File: src/rtl/sbx_pkg.sv
`timescale 1ns/1ps
package sbx_pkg;
  localparam int BYTE_W     = 8;
  localparam int NUM_LOCALS = 4;
  localparam int LIDX_W     = $clog2(NUM_LOCALS);

  typedef enum logic [BYTE_W-1:0] {
    OP_PUSH_BYTE = 8'h10,
    OP_PUSH_ZERO = 8'h03,
    OP_LOAD_L1   = 8'h1b,
    OP_LOAD_L2   = 8'h1c,
    OP_STORE_L1  = 8'h3c,
    OP_STORE_L2  = 8'h3d,
    OP_STORE_L3  = 8'h3e,
    OP_ADD       = 8'h60,
    OP_RETURN    = 8'hb1
  } opcode_e;

  typedef enum logic [1:0] {SRC_BYTE, SRC_ZERO, SRC_LOCAL} pushSrc_e;

  typedef enum logic [2:0] {ST_IDLE, ST_FETCH, ST_EXEC, ST_FINISH, ST_FAULT} ctrlState_e;

  typedef struct packed {
    logic              clear;
    logic              irLoad;
    logic              pcInc;
    logic              push;
    logic              store;
    logic              add;
    pushSrc_e          src;
    logic [LIDX_W-1:0] localIdx;
  } dpStrobe_t;
endpackage

File: src/rtl/sbx_datapath.sv
`timescale 1ns/1ps
module sbx_datapath
  import sbx_pkg::*;
#(
  parameter int DATA_W      = 32,
  parameter int ADDR_W      = 8,
  parameter int STACK_DEPTH = 8
) (
  input  logic              clk,
  input  logic              rstN,
  input  dpStrobe_t         strobe,
  input  logic [BYTE_W-1:0] memData,
  output logic [ADDR_W-1:0] memAddr,
  output logic [BYTE_W-1:0] opcode,
  output logic              stkFull,
  output logic              stkHasOne,
  output logic              stkHasTwo,
  input  logic [LIDX_W-1:0] dbgIdx,
  output logic [DATA_W-1:0] dbgData
);
  localparam int SP_W  = $clog2(STACK_DEPTH + 1);
  localparam int IDX_W = $clog2(STACK_DEPTH);

  logic [ADDR_W-1:0] pcReg;
  logic [BYTE_W-1:0] irReg;
  logic [SP_W-1:0]   sp;
  logic [DATA_W-1:0] stackMem [STACK_DEPTH];
  logic [DATA_W-1:0] localReg [NUM_LOCALS];

  logic [IDX_W-1:0]  pushIdx, topIdx, belowIdx;
  logic [DATA_W-1:0] topVal, belowVal, sumVal, pushVal;

  assign pushIdx  = IDX_W'(sp);
  assign topIdx   = IDX_W'(sp - SP_W'(1));
  assign belowIdx = IDX_W'(sp - SP_W'(2));
  assign topVal   = stackMem[topIdx];
  assign belowVal = stackMem[belowIdx];
  assign sumVal   = belowVal + topVal;

  always_comb begin
    unique case (strobe.src)
      SRC_BYTE:  pushVal = {{(DATA_W-BYTE_W){memData[BYTE_W-1]}}, memData};
      SRC_LOCAL: pushVal = localReg[strobe.localIdx];
      default:   pushVal = '0;
    endcase
  end

  always_ff @(posedge clk or negedge rstN) begin
    if (!rstN)             pcReg <= '0;
    else if (strobe.clear) pcReg <= '0;
    else if (strobe.pcInc) pcReg <= pcReg + ADDR_W'(1);
  end

  always_ff @(posedge clk or negedge rstN) begin
    if (!rstN)              irReg <= '0;
    else if (strobe.irLoad) irReg <= memData;
  end

  always_ff @(posedge clk or negedge rstN) begin
    if (!rstN)                          sp <= '0;
    else if (strobe.clear)              sp <= '0;
    else if (strobe.push)               sp <= sp + SP_W'(1);
    else if (strobe.store || strobe.add) sp <= sp - SP_W'(1);
  end

  always_ff @(posedge clk) begin
    if (strobe.push)     stackMem[pushIdx]  <= pushVal;
    else if (strobe.add) stackMem[belowIdx] <= sumVal;
  end

  always_ff @(posedge clk or negedge rstN) begin
    if (!rstN) begin
      for (int i = 0; i < NUM_LOCALS; i++) localReg[i] <= '0;
    end else if (strobe.clear) begin
      for (int i = 0; i < NUM_LOCALS; i++) localReg[i] <= '0;
    end else if (strobe.store) begin
      localReg[strobe.localIdx] <= topVal;
    end
  end

  assign memAddr   = pcReg;
  assign opcode    = irReg;
  assign stkFull   = (sp == SP_W'(STACK_DEPTH));
  assign stkHasOne = (sp != '0);
  assign stkHasTwo = (sp >= SP_W'(2));
  assign dbgData   = localReg[dbgIdx];

  assert_sp_bound_R8: assert property (@(posedge clk) disable iff (!rstN)
    sp <= SP_W'(STACK_DEPTH));
  assert_no_overflow_R8: assert property (@(posedge clk) disable iff (!rstN)
    strobe.push |-> sp != SP_W'(STACK_DEPTH));
  assert_store_nonempty_R9: assert property (@(posedge clk) disable iff (!rstN)
    strobe.store |-> sp != '0);
  assert_add_operands_R9: assert property (@(posedge clk) disable iff (!rstN)
    strobe.add |-> sp >= SP_W'(2));
endmodule

File: src/rtl/sbx_control.sv
`timescale 1ns/1ps
module sbx_control
  import sbx_pkg::*;
(
  input  logic              clk,
  input  logic              rstN,
  input  logic              start,
  input  logic [BYTE_W-1:0] opcode,
  input  logic              stkFull,
  input  logic              stkHasOne,
  input  logic              stkHasTwo,
  output dpStrobe_t         strobe,
  output logic              done,
  output logic              error
);
  ctrlState_e state, stateNext;

  always_ff @(posedge clk or negedge rstN) begin
    if (!rstN) state <= ST_IDLE;
    else       state <= stateNext;
  end

  always_comb begin
    strobe    = '0;
    stateNext = state;
    unique case (state)
      ST_IDLE, ST_FINISH, ST_FAULT: begin
        if (start) begin
          strobe.clear = 1'b1;
          stateNext    = ST_FETCH;
        end
      end
      ST_FETCH: begin
        strobe.irLoad = 1'b1;
        strobe.pcInc  = 1'b1;
        stateNext     = ST_EXEC;
      end
      ST_EXEC: begin
        stateNext = ST_FETCH;
        case (opcode)
          OP_PUSH_BYTE: begin
            if (stkFull) stateNext = ST_FAULT;
            else begin
              strobe.push  = 1'b1;
              strobe.src   = SRC_BYTE;
              strobe.pcInc = 1'b1;
            end
          end
          OP_PUSH_ZERO: begin
            if (stkFull) stateNext = ST_FAULT;
            else begin
              strobe.push = 1'b1;
              strobe.src  = SRC_ZERO;
            end
          end
          OP_LOAD_L1, OP_LOAD_L2: begin
            if (stkFull) stateNext = ST_FAULT;
            else begin
              strobe.push     = 1'b1;
              strobe.src      = SRC_LOCAL;
              strobe.localIdx = (opcode == OP_LOAD_L1) ? LIDX_W'(1) : LIDX_W'(2);
            end
          end
          OP_STORE_L1, OP_STORE_L2, OP_STORE_L3: begin
            if (!stkHasOne) stateNext = ST_FAULT;
            else begin
              strobe.store    = 1'b1;
              strobe.localIdx = (opcode == OP_STORE_L1) ? LIDX_W'(1) :
                                (opcode == OP_STORE_L2) ? LIDX_W'(2) : LIDX_W'(3);
            end
          end
          OP_ADD: begin
            if (!stkHasTwo) stateNext = ST_FAULT;
            else            strobe.add = 1'b1;
          end
          OP_RETURN: stateNext = ST_FINISH;
          default:   stateNext = ST_FAULT;
        endcase
      end
      default: stateNext = ST_IDLE;
    endcase
  end

  assign done  = (state == ST_FINISH);
  assign error = (state == ST_FAULT);

  assert_start_accept_R2: assert property (@(posedge clk) disable iff (!rstN)
    ((state == ST_IDLE || state == ST_FINISH || state == ST_FAULT) && start)
      |=> state == ST_FETCH);
  assert_done_sticky_R7: assert property (@(posedge clk) disable iff (!rstN)
    (done && !start) |=> done);
  assert_fault_sticky_R10: assert property (@(posedge clk) disable iff (!rstN)
    (error && !start) |=> error);
endmodule

File: src/rtl/sbx_top.sv
`timescale 1ns/1ps
module sbx_top
  import sbx_pkg::*;
#(
  parameter int DATA_W      = 32,
  parameter int ADDR_W      = 8,
  parameter int STACK_DEPTH = 8
) (
  input  logic              clk,
  input  logic              rstN,
  input  logic              start,
  output logic [ADDR_W-1:0] memAddr,
  input  logic [7:0]        memData,
  output logic              done,
  output logic              error,
  input  logic [1:0]        dbgIdx,
  output logic [DATA_W-1:0] dbgData
);
  dpStrobe_t         strobe;
  logic [BYTE_W-1:0] opcode;
  logic              stkFull, stkHasOne, stkHasTwo;

  sbx_control u_ctrl (
    .clk(clk), .rstN(rstN), .start(start), .opcode(opcode),
    .stkFull(stkFull), .stkHasOne(stkHasOne), .stkHasTwo(stkHasTwo),
    .strobe(strobe), .done(done), .error(error)
  );

  sbx_datapath #(.DATA_W(DATA_W), .ADDR_W(ADDR_W), .STACK_DEPTH(STACK_DEPTH)) u_dp (
    .clk(clk), .rstN(rstN), .strobe(strobe), .memData(memData),
    .memAddr(memAddr), .opcode(opcode), .stkFull(stkFull),
    .stkHasOne(stkHasOne), .stkHasTwo(stkHasTwo),
    .dbgIdx(dbgIdx), .dbgData(dbgData)
  );
endmodule

File: config.mk
export PLATFORM = sky130hd
export DESIGN_NAME = sbx_top
export DESIGN_NICKNAME = d
export VERILOG_FILES = /design/src/rtl/sbx_pkg.sv /design/src/rtl/sbx_datapath.sv /design/src/rtl/sbx_control.sv /design/src/rtl/sbx_top.sv
export SDC_FILE = /design/constraint.sdc
export NUM_CORES = 1
export LEC_CHECK = 0
export BUFFER_PORTS_ARGS = -buffer_cell sky130_fd_sc_hd__buf_2
export CORE_MARGIN = 1
export CORE_UTILIZATION = 50
export DETAILED_ROUTE_END_ITERATION = 8
export HOLD_SLACK_MARGIN = 0.05
export PLACE_DENSITY = 0.66
export SLEW_MARGIN = 5
export SYNTH_ARGS = -nofsm -noshare
export SYNTH_HDL_FRONTEND = slang
export SYNTH_SLANG_ARGS = --single-unit
File: constraint.sdc
create_clock -name clk -period 7.7 [get_ports clk]
set_input_delay 0.77 -clock clk [delete_from_list [all_inputs] [get_ports clk]]
set_output_delay 0.77 -clock clk [all_outputs]
set_load 0.05 [all_outputs]
* Word level (Yosys, flattened, before mapping) *
Memory sizes are Yosys's and may differ from the RTL's.
Cells that the tools add are included.

operators by class
  add/subtract/negate cells = 5
  order comparisons = 4
  equality and inequality tests = 16
  multiplexer cells = 52
  bitwise gates (word level) = 2
  reductions and logical operators = 14

operator list
  operator                                       number
  2-to-1 mux 128 bit                             2
  2-to-1 mux 32 bit                              6
  binary-select mux 32 bit (select 2 bit)        2
  bitwise mux 128 bit                            1
  demux 32 bit (select 2 bit)                    1
  one-hot mux 32 bit (2 select lines)            1
  adder 32 bit                                   1
  OR reduction 32 bit                            1
  == test 8 x 5 -> 1 bit, second input constant  3
  == test 8 x 6 -> 1 bit, second input constant  3
  2-to-1 mux 1 bit                               17
  2-to-1 mux 4 bit                               4
  2-to-1 mux 8 bit                               2
  2-to-1 mux 3 bit                               5
  one-hot mux 3 bit (4 select lines)             1
  one-hot mux 3 bit (3 select lines)             1
  OR reduction 3 bit                             3
  adder 8 x 1 -> 8 bit, second input constant    1
  == test 8 x 2 -> 1 bit, second input constant  1
  == test 8 x 7 -> 1 bit, second input constant  1
  == test 8 bit, second input constant           1
  2-to-1 mux 2 bit                               4
  one-hot mux 2 bit (2 select lines)             2
  2-to-1 mux 7 bit                               1
  23 further kinds                               28

storage, ports and cells
  bits in registers = 151
  bits in writable memories = 256
  output and inout port bits = 42
  logic and storage cells = 102
  memories = 1

memories
  memory         depth  bits a word  rd ports  clocked after memory_dff  wr ports  RTL line            text
  u_dp.stackMem  8      32           2         0                         1         sbx_datapath.sv:27  logic [DATA_W-1:0] stackMem [STACK_DEPTH];

* Logic depth before layout (Yosys ltp) *
  depth in word-level cells = 14
  mapped depth = 21
  depth with buffers taken out = 15

* Hierarchy *
From an unflattened synthesis, not the netlist that was laid out.

second synthesis, totals
  cells, all modules = 1543
  area total of the unflattened synthesis = 21511.9 µm²

modules (own cells, without submodules)
  module        instances  cells an instance  area an instance (µm²)
  sbx_datapath  1          1470               20933.8
  sbx_control   1          73                 578.1

* Worst setup path after synthesis *
OpenSTA, ideal clock, no wires.

  path type = register -> register
  start = register u_dp.sp[0]
  end = memory u_dp.stackMem[0][30] (data pin)
  setup time = 0.278 ns
  arrival = 5.739 ns
  required time = 7.422 ns
  path slack = 1.683 ns
  stages on the path, launching flop included = 22
  buffers on the path = 6
  cells stage by stage = dfrtp_1 buf_2 buf_2 clkbuf_1 buf_1 inv_1 ha_1 clkbuf_1 buf_1 mux4_2 mux2_2 ha_1 fa_1 a211oi_1 o21ai_0 o2111a_1 o21ai_0 a21oi_1 o21ai_0 a31oi_1 o21a_1 o31ai_1

on the way
  cells in the longest elaborated chain, start to end = 10
  elaborated cells between the ends (all ways) = 30
  classes of those cells = 3 x add/sub; 1 x order compare; 2 x eq/ne; 19 x mux; 1 x bitwise; 3 x reduce/logical; 1 x memory

ends and longest elaborated chain
  element                                                                           RTL line            text
  from (decl)                                                                       sbx_datapath.sv:26  logic [SP_W-1:0] sp;
  from (signal assigned)                                                            sbx_datapath.sv:62  else if (strobe.push) sp <= sp + SP_W'(1);
  from (signal assigned)                                                            sbx_datapath.sv:63  else if (strobe.store || strobe.add) sp <= sp - SP_W'(1);
  parallel branches: the longest is 9 deep, another holds memory read (8 x 32 bit)  n/a
  2-to-1 mux 32 bit (no source line) *                                              n/a
  to (decl)                                                                         sbx_datapath.sv:27

Every way passes the cells marked *. The select of a mux whose other input is x is not followed.

* Worst setup path in the final report *
  start = register u_dp.sp[1]
  end = memory u_dp.stackMem[1][30] (data pin)

Same word-level chain as after synthesis.

==> impl_metrics.toml <==
[sta]
setup-tns-final_ps = 0
clock_skew_ps = 28.1
max_slew.worst_pin.slew_ps = 1180
slew_violations = 0
finalCritPeriodShare_pct = 80.0
max_freq_mhz = 162
hold_viol = 0
fin_crit_ps = 6160
setup_viol = 0
relSlewSlack_pct = 21.0
rsz0062_at_grt = "false"
whs_ps = 281

[place]
gp_congestion = 0.901
hpwl_um = 34200
dp.cells = 2097
port_buffers = 54

[worst_setup_path]
worstRegToRegCells = 15
cp.arrival_ps = 6430
crit_fanout = 28
worstSetupEndpointType = "register"
cp.required_ps = 7970
worstSetupPathType = "register to register"
crit_path_start_kind = "register"

[global_routing]
grt_max_degree = 136
antenna_found_initial = 0
grt_pass1_vias = 13900
grt_usage_pct = 25.7
grt_overflow = 0
grt_pass1_wl_um = 84000

[flow_run]
drv_cap = 0

[final_layout]
area_growth_syn_to_layout_pct = 10.1
multi_input_area_um2 = 9260
layout.nets = 1664
fin_util_pct = 56.3
instances_no_fill = 2170
ff_latch_area_um2 = 11500
nFillCells = 3302
n_antenna_cell = 0
drive_above_1_share_pct = 24.5

[die]
die-area_um2 = 43100
die_w_um = 208
initial_utilization_pct = 51.2
design.portCount = 55
coreArea_um2 = 41300
die_h_um = 208
floorplan.rows = 74

[synth]
ys_warn_count = 0
synth_most_common_cell = "edfxtp_1"
avgSynthCellArea_um2 = 13.2
synthFlopType = "edfxtp_1"
ys_async_sr_fraction_pct = 37.1
syn_inst = 1595
synth_edf_count = 256
ys_types = 68
syn-cell-area_um2 = 21100
yosysTopAreaCell = "edfxtp_1"
synth_top_cell_area_share_pct = 36.4
yosys-top-cells-count = "256 x edfxtp_1, 192 x nor2_1, 160 x mux4_2, 151 x dfrtp_1, 131 x nand2_1"
seq_area_frac_synth_pct = 54.3
yosys-top-cells-area = "edfxtp_1 36%, dfrtp_1 18%, mux4_2 17%, mux2_2 3.8%, nor2_1 3.4%"
ys_seq_elements = 407
synth_fp_nets = 1647

[routing]
wl_per_cell_um = 25.0
ant_nets = 0
drt_iter0_drc = 1790
first_pass_iters = 7
wl_um = 54300
via_count = 14000
drc = 0
viasPerCell = 6.47

[power]
leakagePower_nw = 8.19
peakVddDrop_mv = 0.143
p_per_area_nw_per_um2 = 243

[clocking]
clk_latency_ps = 580
htreeDepth = 2
root_buffer = "clkbuf_16"
clock-sinks = 407
cts_tree = "done"
cts_buffer_depth = 3
postCtsHoldBufs = 0
cts.repair.resized = 0
numCtsBuffers = 45
post_cts_buffers = 0
clk_pin_slew_worst_paths_ps = 60

[min_path]
hold_path_class = "input pin to async pin"

[status]
status = "finished, final reports clean"
## layout make-up
class                      count  share of cell area (%)
inverter                       9                   0.145
tap                          532                    2.86
timing repair buffer          78                    2.02
clock buffer                  62                    5.38
multi-input combinational   1071                    39.8
sequential                   407                    49.3
clock inverter                11                   0.495
## worst paths after layout
path / from / slack, ps / endpoint
max: u_dp.sp[1] / 1540 / u_dp.stackMem[1][30]
min: rstN / 280 / u_dp.localReg[100]
max reg2reg: u_dp.sp[1] / 1540 / u_dp.stackMem[1][30]
min reg2reg: u_ctrl.state[2] / 490 / u_ctrl.state[1]
max in group asynchronous: rstN / 6080 / u_dp.localReg[88]
min in group clk: memData[4] / 420 / u_dp.opcode[4]
## through the flow
stage	setup slack (ps)	area, um2	power (mW)
after floorplan	1680	21100	3.36
after global placement	1810	21900	3.63
after detailed placement	1670	21900	3.64
after CTS	1640	23300	5.67
after global routing	1190	23300	5.88
final	1540	23300	5.65
## sequential cells by signal, indices dropped and copies added, names as in the netlist
register / cells
u_dp.stackMem: 256
u_dp.opcode: 8
u_ctrl.state: 3
u_dp.memAddr: 8
u_dp.localReg: 128
u_dp.sp: 4
## layer usage
| layer | vias to the layer above | part of all wire, % | GRT usage (%) |
|---|---|---|---|
| met4 | 0 | 1.9 | 6.77 |
| met2 | 597 | 46 | 39.8 |
| li1 | 6160 | - | - |
| met5 | - | 0 | 0 |
| met1 | 7190 | 44 | 37.6 |
| met3 | 86 | 8.2 | 4.37 |
## report_power, final
group | switching [mW] | internal, mW | total, mW
Sequential | 0.0683 | 2.37 | 2.44
Combinational | 0.724 | 0.452 | 1.18
Clock | 0.843 | 1.19 | 2.03
## cells in the final DEF (no fill, tap or decap), drive strengths merged, types with 8 or more instances in the layout
| master | instances |
|---|---|
| o21ai | 41 |
| a21o | 11 |
| o21a | 8 |
| nand2 | 131 |
| ha | 38 |
| a222oi | 31 |
| nor2b | 37 |
| nor2 | 194 |
| nor3 | 81 |
| xor2 | 21 |
| xnor2 | 16 |
| edfxtp | 256 |
| inv | 10 |
| nand3 | 14 |
| clkbuf | 62 |
| a21oi | 117 |
| mux2 | 71 |
| buf | 78 |
| dfrtp | 151 |
| mux4 | 160 |
| and2 | 9 |
| clkinv | 8 |
## worst max-delay path, cell delays in order, from the launching register on
cell and delay, ps:
dfrtp_2 740, inv_1 240, ha_2 920, mux4_2 410
mux2_2 340, ha_1 230, fa_1 450, a211oi_1 270
o21ai_0 180, o2111a_1 220, o21ai_0 430, a21oi_1 190
o21ai_0 190, a31oi_1 150, o21a_1 220, o31ai_1 660
## kinds of logic (layout without fill, tap and decap cells)
group | Yosys count | after routing | synth area share [%]
mux | 233 | 233 | 20.9
simple gates | 516 | 516 | 11.2
compound gates | 246 | 246 | 7.33
xor+xnor | 37 | 37 | 1.53
flops | 407 | 407 | 54.3
fa+ha+maj | 39 | 39 | 2.35
buf+inv | 117 | 160 | 2.37
Note: power is estimated with default switching activity, not from simulation.
